### src/rtl/irqc_pkg.sv
package irqc_pkg;
    localparam int NPIN   = 6;
    localparam int PEND_W = 4;

    // pin positions inside the synchronized vector
    localparam int PIN_EXT  = 0;
    localparam int PIN_SMI  = 1;
    localparam int PIN_MCK  = 2;
    localparam int PIN_STOP = 3;
    localparam int PIN_HRST = 4;
    localparam int PIN_SRST = 5;

    // idle level of each pin: 1 for the low-active or falling-edge pins
    localparam logic [NPIN-1:0] PIN_REST = 6'b01_1100;

    // positions in the pending vector
    localparam int PB_EXT  = 0;
    localparam int PB_SMI  = 1;
    localparam int PB_MCK  = 2;
    localparam int PB_SRST = 3;

    typedef enum logic [1:0] {
        CS_RUN  = 2'd0,
        CS_HALT = 2'd1,
        CS_RSTP = 2'd2
    } core_state_t;
endpackage

### src/rtl/irqc_sync.sv
module irqc_sync #(
    parameter int              W       = 6,
    parameter int              STAGES  = 2,
    parameter logic [W-1:0]    INIT    = '0
) (
    input  logic         clk,
    input  logic         rst_n,
    input  logic [W-1:0] d_i,
    output logic [W-1:0] q_o
);
    logic [W-1:0] stage_q [STAGES];

    for (genvar s = 0; s < STAGES; s++) begin : g_stage
        always_ff @(posedge clk or negedge rst_n) begin
            if (!rst_n) begin
                stage_q[s] <= INIT;
            end else if (s == 0) begin
                stage_q[s] <= d_i;
            end else begin
                stage_q[s] <= stage_q[(s == 0) ? 0 : s-1];
            end
        end
    end

    assign q_o = stage_q[STAGES-1];
endmodule

### src/rtl/irqc_edge.sv
module irqc_edge #(
    parameter int           W    = 6,
    parameter logic [W-1:0] REST = '0
) (
    input  logic         clk,
    input  logic         rst_n,
    input  logic [W-1:0] lvl_i,
    output logic [W-1:0] prev_o,
    output logic [W-1:0] rise_o,
    output logic [W-1:0] fall_o
);
    logic [W-1:0] prev_q;

    always_ff @(posedge clk or negedge rst_n) begin
        if (!rst_n) prev_q <= REST;
        else        prev_q <= lvl_i;
    end

    assign prev_o = prev_q;
    assign rise_o = lvl_i & ~prev_q;
    assign fall_o = ~lvl_i & prev_q;
endmodule

### src/rtl/irqc_pend.sv
module irqc_pend
    import irqc_pkg::*;
(
    input  logic              clk,
    input  logic              rst_n,
    input  logic [NPIN-1:0]   lvl_i,
    input  logic [NPIN-1:0]   rise_i,
    input  logic [NPIN-1:0]   fall_i,
    input  logic              ack_i,
    output logic [PEND_W-1:0] pend_o
);
    logic [NPIN-1:0]   evt;
    logic [PEND_W-1:0] pend_q;
    logic [PEND_W-1:0] pend_d;

    assign evt = rise_i | fall_i;

    always_comb begin
        pend_d = pend_q;
        if (evt[PIN_EXT])  pend_d[PB_EXT]  = lvl_i[PIN_EXT];
        if (evt[PIN_SMI])  pend_d[PB_SMI]  = lvl_i[PIN_SMI];
        if (evt[PIN_SRST]) pend_d[PB_SRST] = lvl_i[PIN_SRST];
        if (fall_i[PIN_MCK])  pend_d[PB_MCK] = 1'b1;
        else if (ack_i)       pend_d[PB_MCK] = 1'b0;
    end

    always_ff @(posedge clk or negedge rst_n) begin
        if (!rst_n) pend_q <= '0;
        else        pend_q <= pend_d;
    end

    assign pend_o = pend_q;
endmodule

### src/rtl/irqc_core_ctl.sv
module irqc_core_ctl
    import irqc_pkg::*;
(
    input  logic clk,
    input  logic rst_n,
    input  logic stop_lvl_i,
    input  logic stop_rise_i,
    input  logic stop_fall_i,
    input  logic hrst_fall_i,
    output logic core_stop_o,
    output logic core_rst_o
);
    core_state_t state_q;
    core_state_t state_d;

    always_ff @(posedge clk or negedge rst_n) begin
        if (!rst_n) state_q <= CS_RUN;
        else        state_q <= state_d;
    end

    always_comb begin
        state_d = state_q;
        if (hrst_fall_i) begin
            state_d = CS_RSTP;
        end else begin
            unique case (state_q)
                CS_RUN:  if (stop_fall_i) state_d = CS_HALT;
                CS_HALT: if (stop_rise_i) state_d = CS_RUN;
                CS_RSTP: state_d = stop_lvl_i ? CS_RUN : CS_HALT;
                default: state_d = CS_RUN;
            endcase
        end
    end

    always_comb begin
        core_stop_o = 1'b0;
        core_rst_o  = 1'b0;
        unique case (state_q)
            CS_RUN:  ;
            CS_HALT: core_stop_o = 1'b1;
            CS_RSTP: core_rst_o  = 1'b1;
            default: ;
        endcase
    end
endmodule

### src/rtl/irq_pin_conditioner.sv
module irq_pin_conditioner
    import irqc_pkg::*;
#(
    parameter int SYNC_STAGES = 2
) (
    input  logic              clk,
    input  logic              rst_n,
    input  logic              ext_irq_i,
    input  logic              smi_i,
    input  logic              mck_n_i,
    input  logic              chkstop_n_i,
    input  logic              hreset_n_i,
    input  logic              sreset_i,
    input  logic              mck_ack_i,
    output logic [PEND_W-1:0] pending_o,
    output logic              irq_req_o,
    output logic              core_stop_o,
    output logic              core_rst_o
);
    logic [NPIN-1:0] raw_pins;
    logic [NPIN-1:0] sync_lvl;
    logic [NPIN-1:0] prev_lvl;
    logic [NPIN-1:0] rise;
    logic [NPIN-1:0] fall;

    always_comb begin
        raw_pins           = '0;
        raw_pins[PIN_EXT]  = ext_irq_i;
        raw_pins[PIN_SMI]  = smi_i;
        raw_pins[PIN_MCK]  = mck_n_i;
        raw_pins[PIN_STOP] = chkstop_n_i;
        raw_pins[PIN_HRST] = hreset_n_i;
        raw_pins[PIN_SRST] = sreset_i;
    end

    irqc_sync #(.W(NPIN), .STAGES(SYNC_STAGES), .INIT(PIN_REST)) u_sync (
        .clk   (clk),
        .rst_n (rst_n),
        .d_i   (raw_pins),
        .q_o   (sync_lvl)
    );

    irqc_edge #(.W(NPIN), .REST(PIN_REST)) u_edge (
        .clk    (clk),
        .rst_n  (rst_n),
        .lvl_i  (sync_lvl),
        .prev_o (prev_lvl),
        .rise_o (rise),
        .fall_o (fall)
    );

    irqc_pend u_pend (
        .clk    (clk),
        .rst_n  (rst_n),
        .lvl_i  (sync_lvl),
        .rise_i (rise),
        .fall_i (fall),
        .ack_i  (mck_ack_i),
        .pend_o (pending_o)
    );

    irqc_core_ctl u_ctl (
        .clk         (clk),
        .rst_n       (rst_n),
        .stop_lvl_i  (sync_lvl[PIN_STOP]),
        .stop_rise_i (rise[PIN_STOP]),
        .stop_fall_i (fall[PIN_STOP]),
        .hrst_fall_i (fall[PIN_HRST]),
        .core_stop_o (core_stop_o),
        .core_rst_o  (core_rst_o)
    );

    assign irq_req_o = |pending_o;
endmodule

### config.mk
export PLATFORM = sky130hd
export DESIGN_NAME = irq_pin_conditioner
export DESIGN_NICKNAME = d
export VERILOG_FILES = /design/src/rtl/irqc_pkg.sv /design/src/rtl/irqc_sync.sv /design/src/rtl/irqc_edge.sv /design/src/rtl/irqc_pend.sv /design/src/rtl/irqc_core_ctl.sv /design/src/rtl/irq_pin_conditioner.sv
export SDC_FILE = /design/constraint.sdc
export NUM_CORES = 1
export LEC_CHECK = 0
export ABC_AREA = 1
export CAP_MARGIN = 20
export CELL_PAD_IN_SITES_DETAIL_PLACEMENT = 0
export CELL_PAD_IN_SITES_GLOBAL_PLACEMENT = 1
export CORE_UTILIZATION = 45
export CTS_CLUSTER_SIZE = 24
export DETAILED_ROUTE_END_ITERATION = 6
export DONT_BUFFER_PORTS = 1
export PLACE_DENSITY_LB_ADDON = 0.25
export RECOVER_POWER = 100
export SYNTH_ARGS = -nofsm -noshare
export SYNTH_HDL_FRONTEND = slang
export SYNTH_SLANG_ARGS = --single-unit
### constraint.sdc
create_clock -name clk -period 1.1 [get_ports clk]
set_clock_uncertainty 0.2 [all_clocks]
set_input_delay 0.22 -clock clk [delete_from_list [all_inputs] [get_ports clk]]
set_output_delay 0.22 -clock clk [all_outputs]
set_load 0.02 [all_outputs]
### Word level (Yosys, flattened, before mapping)

Cells that the tools add are included.

* flip-flop bits (word level): 24
* output and inout bits: 7
* logic and storage cells: 30

* bitwise operators: 5
* mux-type cells: 9
* reductions and logical operators: 4
* equal/unequal tests: 4

Operators by type and width (number)
* $and 6x6->6: 2
* $not 6->6: 2
* $mux 2: 3
* $ne 3x3->1 const B: 2
* $or 6x6->6: 1
* $pmux 2 s3: 1
* $mux 1: 5
* $reduce_or 4->1: 1
* $eq 2x1->1 const B: 1
* $eq 2x2->1 const B: 1
* $logic_not 2->1: 1
* $reduce_and 2->1: 1
* $reduce_bool 2->1: 1

### Depth between registers and ports, before layout

Gate-level depths: netlist of run 1.

* depth after elaboration: 5
* depth in mapped cells: 5

### Hierarchy

A second synthesis of run 1 with hierarchy kept.

* cell total of the unflattened synthesis: 84
* area total of the unflattened synthesis: 870.8 um^2

Modules (own cells, without submodules)
* irqc_sync: cells each 18, seq. area each 307.8 um^2, area each 352.8 um^2, instances 1
* irqc_edge: cells each 30, seq. area each 153.9 um^2, area each 244.0 um^2, instances 1
* irqc_pend: cells each 18, seq. area each 100.1 um^2, area each 160.2 um^2, instances 1
* irqc_core_ctl: cells each 15, seq. area each 50.0 um^2, area each 102.6 um^2, instances 1
* irq_pin_conditioner: cells each 3, seq. area each 0.0 um^2, area each 11.3 um^2, instances 1

### Worst setup path after synthesis of run 1

Ideal clock, no wire load.

* kind: register -> output
* start: register u_pend.pend_q[3], in the netlist u_pend.pend_o[3]
* end: output port irq_req_o
* slack: -0.036 ns
* buffers on the path: 0
* data required time: 0.680 ns
* arrival: 0.716 ns
* stages on the path, launching flop included: 3
* cells stage by stage: dfrtp_1 -> nor2_1 -> nand2_1

* longest elaborated chain between the ends: 1

Ends and longest elaborated chain
* start: declaration: RTL line irqc_pend.sv:13 `logic [PEND_W-1:0] pend_q;`
* start signal: assignment: RTL line irqc_pend.sv:29 `else pend_q <= pend_d;`
* $reduce_or 4->1: RTL line irq_pin_conditioner.sv:73 `assign irq_req_o = |pending_o;`
* end: declaration: RTL line irq_pin_conditioner.sv:16 `output logic irq_req_o,`

Every way passes these cells.

### Final worst setup path of run 1

* start: register u_ctl.state_q[1]
* end: output port core_stop_o

* longest elaborated chain between the ends: 2

Ends and longest elaborated chain
* start: declaration: RTL line irqc_core_ctl.sv:13 `core_state_t state_q;`
* start signal: assignment: RTL line irqc_core_ctl.sv:18 `else state_q <= state_d;`
* $eq 2x1->1: RTL line irqc_core_ctl.sv:38 `unique case (state_q)`
* $mux 1: RTL line irqc_core_ctl.sv:38
* end: declaration: RTL line irq_pin_conditioner.sv:17 `output logic core_stop_o,`

Every way passes these cells.

==> results.py, run 1 <==
metrics = {
    "flow_run": {
        "maxCapViolations": 0,
    },
    "detailed_routing": {
        "drtIter0Drc": 5,
        "firstDrtPassIters": 3,
        "antenna_left": 0,
        "remaining_drc_errors": 0,
        "wl_per_cell_um": 10.3,
        "viasPerCell": 4.52,
        "totalWireLength_um": 907,
        "vias": 398,
    },
    "clock_network": {
        "cts_setup_buffers": 0,
        "clockRootBuffer": "clkbuf_4",
        "cts_max_level": 1,
        "cts_buffers": 3,
        "cts_buffer_depth": 2,
        "clock-sinks": 24,
        "path_clk_slew_ps": 120,
        "tritoncts": "built",
        "clk-insertion-delay-late_ps": 300,
    },
    "status": {
        "violations": "negative setup slack",
        "outcome": "finished with violations",
    },
    "cells_and_area": {
        "antenna_cells": 0,
        "design_area_um2": 946,
        "fillCellCount": 121,
        "drive_gt1_share_pct": 41.7,
        "finalNonFillerCells": 88,
        "layout_commonest_cell": "dfrtp_1",
        "fin_util_pct": 62.8,
        "syn_to_final_growth_pct": 29.0,
        "layout.nets": 82,
        "final_cell_mix": "dfrtp_1, dlygate4sd3_1, dfstp_2",
    },
    "worst_setup_path": {
        "reg2reg_from": "u_sync.q_o[3]",
        "reg2reg_depth": 5,
        "crit_start": "u_ctl.state_q[1]",
        "slowest_stage": "dfrtp_2",
        "critPathBufInv": 0,
        "timing.rr.end": "u_ctl.state_q[0]",
        "end_kind": "output pin",
        "r2r_setup_slack_ps": -10,
        "crit_path_max_incr_delay_ps": 460,
        "critical_path_class": "register to output pin",
        "cp_data_required_time_ps": 680,
        "crit_path_cell_trace": "nor2_4",
        "arrival_ps": 950,
        "worstPathMaxFanout": 3,
        "start_kind": "register",
        "critPathTopFamily": "flip-flops",
    },
    "place": {
        "numPortBuffers": 0,
        "hpwl_um": 603,
        "routabilityCongestion": 0.726,
        "pre_cts_ws_ps": 21.0,
        "dp.cells": 75,
        "dpl_cell_area_um2": 798,
    },
    "sta": {
        "rsz0062_at_grt": "true",
        "relSlewSlack_pct": 66.9,
        "fmax_mhz": 730,
        "final_hold_viol_count": 0,
        "finalWorstSetupSlack_ps": -271,
        "fin_crit_sh_pct": 125,
        "hold_slack_ps": 160,
        "setup_violations": 8,
        "fin_crit_ps": 1370,
        "worst_slew_pin_slew_ps": 496,
        "drv_slew": 0,
        "final.setup.tns_ps": -1590,
    },
    "synthesis": {
        "synth_top_area_share_pct": 51.2,
        "yosysTopAreaCell": "dfrtp_1",
        "yosysUniqueCellTypes": 9,
        "synthCells": 54,
        "synth.cell_area_um2": 733,
        "syn_nets": 63,
        "seq_area_frac_synth_pct": 83.4,
        "syn_area_per_cell_um2": 13.6,
        "synth_seq_cells": 24,
        "synth_area_leaders": "dfrtp_1, dfstp_2, nor2_1",
        "yosysWarningCount": 0,
    },
    "power_and_ir_drop": {
        "power_switching_uw": 363,
        "power.density_nw_per_um2": 1680,
        "swShare_pct": 22.8,
        "share_comb_of_total_power_pct": 10.4,
        "seq_power_share_pct": 62.0,
        "p_leak_nw": 0.432,
        "power.internal_mw": 1.23,
        "p_clk_share_pct": 27.5,
        "power.total_mw": 1.59,
        "ir_worst_vdd_uv": 1020,
    },
    "worst_hold_path": {
        "worstHoldPathType": "register to register",
        "min_to": "u_sync.q_o[0]",
        "hold_depth": 0,
        "worstHoldStart": "u_sync.stage_q[6]",
    },
    "grt": {
        "grt_pass1_vias": 369,
        "antenna_found_initial": 0,
        "grt_overflow_total": 0,
        "grt_max_degree": 25,
        "grt_usage_pct": 12.4,
        "grt_pass1_wl_um": 1590,
    },
    "die": {
        "row_count": 14,
        "fp.coreArea_um2": 1510,
        "dieHeight_um": 42.4,
        "start_util_pct": 48.7,
        "pin_count": 16,
        "die-area_um2": 1790,
        "die_x_um": 42.4,
    },
}
## Yosys cell counts
library cell   n
nand2_1        8
o22ai_1        1
inv_1          6
nor2_1        10
a21oi_1        3
dfstp_2        9
dfrtp_1       15
inv_2          1
nor2_2         1
## kinds of logic (layout without fill, tap and decap cells)
kind of cell,count (synthesis),count (layout),share of synthesized area [%]
flops,24,24,83.4
compound gates,4,4,2.90
simple gates,19,19,10.1
buf+inv,7,25,3.58
## state kept, by name, summed over array words and instances, names as in the netlist
register / count
u_sync.q_o: 6
u_sync.stage_q: 6
u_pend.pend_o: 4
u_ctl.state_q: 2
u_edge.prev_o: 6
## worst max path at each step
stage	slack, ps	endpoint	cells past startpoint
after global placement	40	u_ctl.state_q[0]	5
final	-270	core_stop_o	1
after detailed placement	20	u_ctl.state_q[0]	3
after CTS	-290	core_stop_o	2
after floorplan	-10	irq_req_o	2
after global routing	-330	irq_req_o	2
## power groups by stage
stage | combinational, mW | sequential, mW | clock (mW)
after floorplan | 0.0548 | 1.01 | 0
after global placement | 0.116 | 0.992 | 0
after detailed placement | 0.117 | 0.995 | 0
after CTS | 0.152 | 0.987 | 0.456
after global routing | 0.185 | 0.993 | 0.495
final | 0.166 | 0.986 | 0.438
## worst register-to-register path: stages, from the launching register on
cell	delay, ps
dfstp_1	580
inv_1	50
nand2_1	50
nand2_1	40
nand2_1	50
nor2_1	30
## routing by layer
layer  global-route usage, %  vias to the layer above  share of wire (%)
met5                       0                        -                  0
met4                    7.50                        0                  0
met3                    3.88                        0                4.9
met2                    18.5                       12                 49
met1                    16.0                      187                 46
li1                        -                      199                  -
## what timing repair did
action,CTS,global route
resized for setup,9,4
cloned,0,0
hold buffers,7,2
hold endpoints to repair,31,24
pin swaps,3,3
setup endpoints to repair,8,8
## final cells by class
| type | instances | area, um2 | area share (%) |
|---|---|---|---|
| repair buffers | 14 | 129 | 13.6 |
| clock buffers | 4 | 36.3 | 3.84 |
| well taps | 16 | 20.0 | 2.12 |
| inverters | 7 | 26.3 | 2.78 |
| flip-flops and latches | 24 | 617 | 65.2 |
| multi-input cells | 23 | 118 | 12.4 |
(Power assumes the default switching activity.)
==> run 2, diff against run 1 <==
--- a/config.mk
+++ b/config.mk
@@ -9,7 +9,8 @@
 export CAP_MARGIN = 20
 export CELL_PAD_IN_SITES_DETAIL_PLACEMENT = 0
 export CELL_PAD_IN_SITES_GLOBAL_PLACEMENT = 1
-export CORE_UTILIZATION = 45
+export CORE_UTILIZATION = 49
+export CTS_BUF_LIST = sky130_fd_sc_hd__clkbuf_4 sky130_fd_sc_hd__clkbuf_8
 export CTS_CLUSTER_SIZE = 24
 export DETAILED_ROUTE_END_ITERATION = 6
 export DONT_BUFFER_PORTS = 1
@@ -17,4 +18,5 @@
 export RECOVER_POWER = 100
 export SYNTH_ARGS = -nofsm -noshare
 export SYNTH_HDL_FRONTEND = slang
+export SYNTH_HIERARCHICAL = 1
 export SYNTH_SLANG_ARGS = --single-unit
==> run 2 against run 1 <==
Compared with the run above:
- the run ends with design-rule violations, negative setup slack left
- sequential share of layout area down 5.3 points
- cell count up 20%
- sequential power about the same
- register-to-register slack worse by 130 ps
- non-clock buffer count down 1
- clock-buffer cell count unchanged
- die area up 6.8%
- via count up 21%
- largest power group unchanged
- highest routed layer is now met4
==> results.py, run 2 <==
metrics = {
    "status": {
        "outcome": "finished with violations",
        "violations": "design-rule violations, negative setup slack",
    },
    "detailed_routing": {
        "route.met3.wl_um": 50,
        "totalWireLength_um": 1090,
        "wl_met1_um": 537,
        "wl_per_cell_um": 10.3,
        "remaining_drc_errors": 1,
        "drtIter0Drc": 9,
        "viasPerCell": 4.56,
        "antenna_left": 0,
        "firstDrtPassIters": 6,
        "routed.top_layer": "met4",
        "vias": 483,
        "wl_met2_um": 494,
    },
    "die": {
        "die_x_um": 43.8,
        "die-area_um2": 1920,
        "start_util_pct": 54.3,
        "pin_count": 16,
        "dieHeight_um": 43.8,
        "row_count": 14,
        "fp.coreArea_um2": 1580,
    },
    "clock_network": {
        "clock-sinks": 24,
        "tritoncts": "built",
        "clk-insertion-delay-late_ps": 310,
        "cts_buffer_depth": 2,
        "clockRootBuffer": "clkbuf_4",
        "path_clk_slew_ps": 130,
        "cts_setup_buffers": 0,
        "cts_buffers": 3,
        "cts_max_level": 1,
    },
    "place": {
        "hpwl_um": 675,
        "pre_cts_ws_ps": -98.5,
        "routabilityCongestion": 0.626,
        "dp.cells": 93,
        "numPortBuffers": 0,
    },
    "power_and_ir_drop": {
        "ir_worst_vdd_uv": 1300,
        "power.density_nw_per_um2": 1610,
        "power.total_mw": 1.66,
        "p_leak_nw": 0.495,
    },
    "worst_setup_path": {
        "crit_start": "u_ctl/state_q[1]",
        "critPathBufInv": 1,
        "crit_path_max_incr_delay_ps": 450,
        "start_kind": "register",
        "cp_data_required_time_ps": 680,
        "critPathTopFamily": "flip-flops",
        "reg2reg_from": "u_edge/prev_o[4]",
        "crit_path_cell_trace": "inv_2, nor2_4",
        "critical_path_class": "register to output pin",
        "slowest_stage": "dfrtp_1",
        "arrival_ps": 980,
        "end_kind": "output pin",
        "worstPathMaxFanout": 3,
    },
    "cells_and_area": {
        "multi_input_area_um2": 173,
        "layout.nets": 100,
        "drive_gt1_share_pct": 38.9,
        "fillCellCount": 126,
        "final_cell_mix": "dfrtp_1, nor2_1, nand2_1",
        "finalNonFillerCells": 106,
        "fin_util_pct": 65.2,
        "syn_to_final_growth_pct": 20.0,
        "layout_commonest_cell": "dfrtp_1",
        "antenna_cells": 0,
        "regArea_um2": 616,
    },
    "synthesis": {
        "synth.cell_area_um2": 856,
        "yosysWarningCount": 6,
        "syn_area_per_cell_um2": 10.7,
        "synthCells": 80,
        "syn_nets": 89,
    },
    "sta": {
        "worst_slew_pin_slew_ps": 495,
        "fin_crit_sh_pct": 127,
        "relSlewSlack_pct": 67.0,
        "finalWorstSetupSlack_ps": -297,
        "drv_slew": 0,
        "final_hold_viol_count": 0,
        "fin_crit_ps": 1400,
        "rsz0062_at_grt": "true",
        "setup_violations": 8,
        "final.setup.tns_ps": -1760,
        "fmax_mhz": 716,
    },
    "grt": {
        "grt_max_degree": 25,
        "antenna_found_initial": 0,
        "grt_overflow_total": 0,
        "grt_pass1_vias": 409,
        "grt_usage_pct": 12.9,
        "grt_pass1_wl_um": 1660,
    },
    "flow_run": {
        "maxCapViolations": 0,
    },
    "worst_hold_path": {
        "worstHoldStart": "u_sync/stage_q[8]",
        "worstHoldPathType": "register to register",
    },
}
## run 2: power by group
group | internal (mW) | switching (mW)
combinational | 0.0899 | 0.117
sequential | 0.956 | 0.0452
clock | 0.202 | 0.248
## run 2: final timing paths
kind / to / slack [ps] / cells past startpoint
max in group asynchronous: u_pend/pend_o[1] / 130 / 2
setup reg to reg: u_ctl/state_q[0] / -140 / 5
min in group asynchronous: u_sync/q_o[5] / 210 / 2
setup / recovery: core_rst_o / -300 / 2
hold / removal: u_sync/q_o[2] / 160 / 0
hold reg to reg: u_sync/q_o[2] / 160 / 0
## run 2: area by class of cell
cell class,instances,share of cell area (%)
Sequential cell,24,59.9
Clock buffer,4,3.53
Timing Repair Buffer,13,12.7
Tap cell,16,1.95
Inverter,14,5.12
Multi-Input combinational cell,35,16.8
## run 2: repair_timing
item,4_1_cts,5_1_grt
pin swaps,2,4
setup endpoints to repair,8,10
hold buffers,7,2
resized for setup,13,7
hold endpoints to repair,31,24
## run 2: metal layers
| metal | vias to the layer above | global-route usage [%] |
|---|---|---|
| li1 | 248 | - |
| met1 | 220 | 14.9 |
| met2 | 13 | 18.8 |
| met3 | 2 | 5.00 |
| met4 | 0 | 11.3 |
| met5 | - | 0 |
## run 2: through the flow
stage,hold slack (ps),area [um2]
after floorplan,-276,868
after global placement,-275,866
after detailed placement,-275,866
after CTS,-626,1010
after global routing,157,1030
final,155,1030
==> run 3, diff against run 2 <==
--- a/config.mk
+++ b/config.mk
@@ -7,9 +7,7 @@
 export LEC_CHECK = 0
 export ABC_AREA = 1
 export CAP_MARGIN = 20
-export CELL_PAD_IN_SITES_DETAIL_PLACEMENT = 0
-export CELL_PAD_IN_SITES_GLOBAL_PLACEMENT = 1
-export CORE_UTILIZATION = 49
+export CORE_UTILIZATION = 55
 export CTS_BUF_LIST = sky130_fd_sc_hd__clkbuf_4 sky130_fd_sc_hd__clkbuf_8
 export CTS_CLUSTER_SIZE = 24
 export DETAILED_ROUTE_END_ITERATION = 6
==> constraint.sdc (replaced) <==
create_clock -name clk -period 1.1 [get_ports clk]
set_clock_uncertainty 0.2 [all_clocks]
set_input_delay 0.055 -clock clk [delete_from_list [all_inputs] [get_ports clk]]
set_output_delay 0.055 -clock clk [all_outputs]
set_load 0.02 [all_outputs]
==> run 3 against run 2 <==
Compared with the run above:
- the flow finishes with violations (negative setup slack)
- non-clock buffer count up 8
- total power shrank 0.28%
- clock power fell by 13%
- die area is 10% lower
- first-iteration DRC count is 22% lower
- worst setup slack better by 130 ps
- critical path depth is the same
- global-route usage rose by 3.2 points
==> results.py, run 3 (same netlist as run 2, synthesis figures left out) <==
metrics = {
    "detailed_routing": {
        "wl_per_cell_um": 11.5,
        "drtIter0Drc": 7,
        "firstDrtPassIters": 4,
        "vias": 525,
        "remaining_drc_errors": 0,
        "antenna_left": 0,
        "viasPerCell": 4.65,
        "totalWireLength_um": 1300,
    },
    "place": {
        "numPortBuffers": 0,
        "routabilityCongestion": 0.684,
        "pre_cts_ws_ps": -79.7,
    },
    "cells_and_area": {
        "antenna_cells": 0,
        "layout.nets": 108,
        "syn_to_final_growth_pct": 27.0,
        "layout_commonest_cell": "dfrtp_1",
        "final_cell_mix": "dfrtp_1, inv_1, nor2_1",
        "regArea_um2": 612,
        "fillCellCount": 82,
        "multi_input_area_um2": 170,
        "drive_gt1_share_pct": 40.8,
        "fin_util_pct": 79.6,
    },
    "worst_setup_path": {
        "cp_data_required_time_ps": 840,
        "timing.rr.end": "u_ctl/state_q[0]",
        "critical_path_class": "register to output pin",
        "worstPathMaxFanout": 3,
        "r2r_setup_slack_ps": -120,
        "reg2reg_from": "u_edge/prev_o[4]",
        "reg2reg_depth": 5,
        "arrival_ps": 1010,
        "end_kind": "output pin",
        "start_kind": "register",
    },
    "sta": {
        "relSlewSlack_pct": 66.6,
        "setup_violations": 8,
        "finalWorstSetupSlack_ps": -169,
        "worst_slew_pin_slew_ps": 501,
        "fin_crit_ps": 1270,
        "fmax_mhz": 788,
        "final.setup.tns_ps": -791,
        "fin_crit_sh_pct": 115,
        "final_hold_viol_count": 0,
        "drv_slew": 0,
        "rsz0062_at_grt": "true",
    },
    "power_and_ir_drop": {
        "power.total_mw": 1.65,
        "power.density_nw_per_um2": 1520,
        "p_leak_nw": 0.536,
        "ir_worst_vdd_uv": 1170,
    },
    "clock_network": {
        "cts_buffer_depth": 2,
        "cts_buffers": 3,
        "tritoncts": "built",
        "clockRootBuffer": "clkbuf_4",
        "clock-sinks": 24,
        "clk-insertion-delay-late_ps": 300,
        "cts_max_level": 1,
        "path_clk_slew_ps": 120,
    },
    "grt": {
        "grt_max_degree": 25,
        "grt_pass1_vias": 531,
        "grt_overflow_total": 0,
        "grt_usage_pct": 16.1,
        "antenna_found_initial": 0,
        "grt_pass1_wl_um": 2080,
    },
    "worst_hold_path": {
        "worstHoldPathType": "primary input to asynchronous set/reset pin",
    },
    "status": {
        "violations": "negative setup slack",
        "outcome": "finished with violations",
    },
    "die": {
        "row_count": 13,
        "pin_count": 16,
        "die_x_um": 41.4,
        "start_util_pct": 62.6,
        "dieHeight_um": 41.4,
        "die-area_um2": 1720,
        "fp.coreArea_um2": 1370,
    },
    "flow_run": {
        "maxCapViolations": 0,
    },
}
run 3: what timing repair did:
item / in CTS / in global routing
resized for setup: 10 / 14
endpoints found under the setup margin: 8 / 11
pin swaps: 1 / 5
hold endpoints to repair: 31 / 2
hold buffers: 8 / 1
buffers inserted: 2 / 6
run 3: stage by stage:
stage	cells	instance area [um2]	hold WS [ps]
finish	113	1090	65.9
global route	113	1090	65.1
CTS	108	1030	88.6
detailed placement	94	871	-440
global placement	94	871	-440
floorplan	80	860	-441
run 3: how the worst max path moves through the flow:
stage / startpoint / to / slack [ps]
finish: u_ctl/state_q[1] / core_stop_o / -170
detailed placement: u_edge/prev_o[4] / u_ctl/state_q[0] / -80
CTS: u_ctl/state_q[0] / core_stop_o / -150
global route: u_ctl/state_q[0] / core_stop_o / -230
global placement: u_edge/prev_o[4] / u_ctl/state_q[0] / -40
floorplan: u_sync/q_o[3] / u_ctl/state_q[0] / -40
run 3: final cells by class:
cell class                      count  area share (%)
Tap cell                           15            1.73
Multi-Input combinational cell     35            15.7
Inverter                           14            4.83
Clock buffer                        4            2.76
Sequential cell                    24            56.3
Timing Repair Buffer               21            18.8
run 3: critical path, cell delays in order (launching register included):
cell and delay [ps]:
dfrtp_1 430, nor2_2 160, buf_6 130
run 3: where the power goes:
group / switching, mW / internal, mW
logic: 0.127 / 0.133
clock network: 0.225 / 0.166
registers: 0.0494 / 0.953
run 3: per-layer routing:
layer	vias to the layer above	GRT usage (%)	share of wire, %
met3	2	1.30	2.1
met4	0	7.74	0.92
li1	264	-	-
met1	248	18.3	43
met2	11	30.0	54
met5	-	0	0
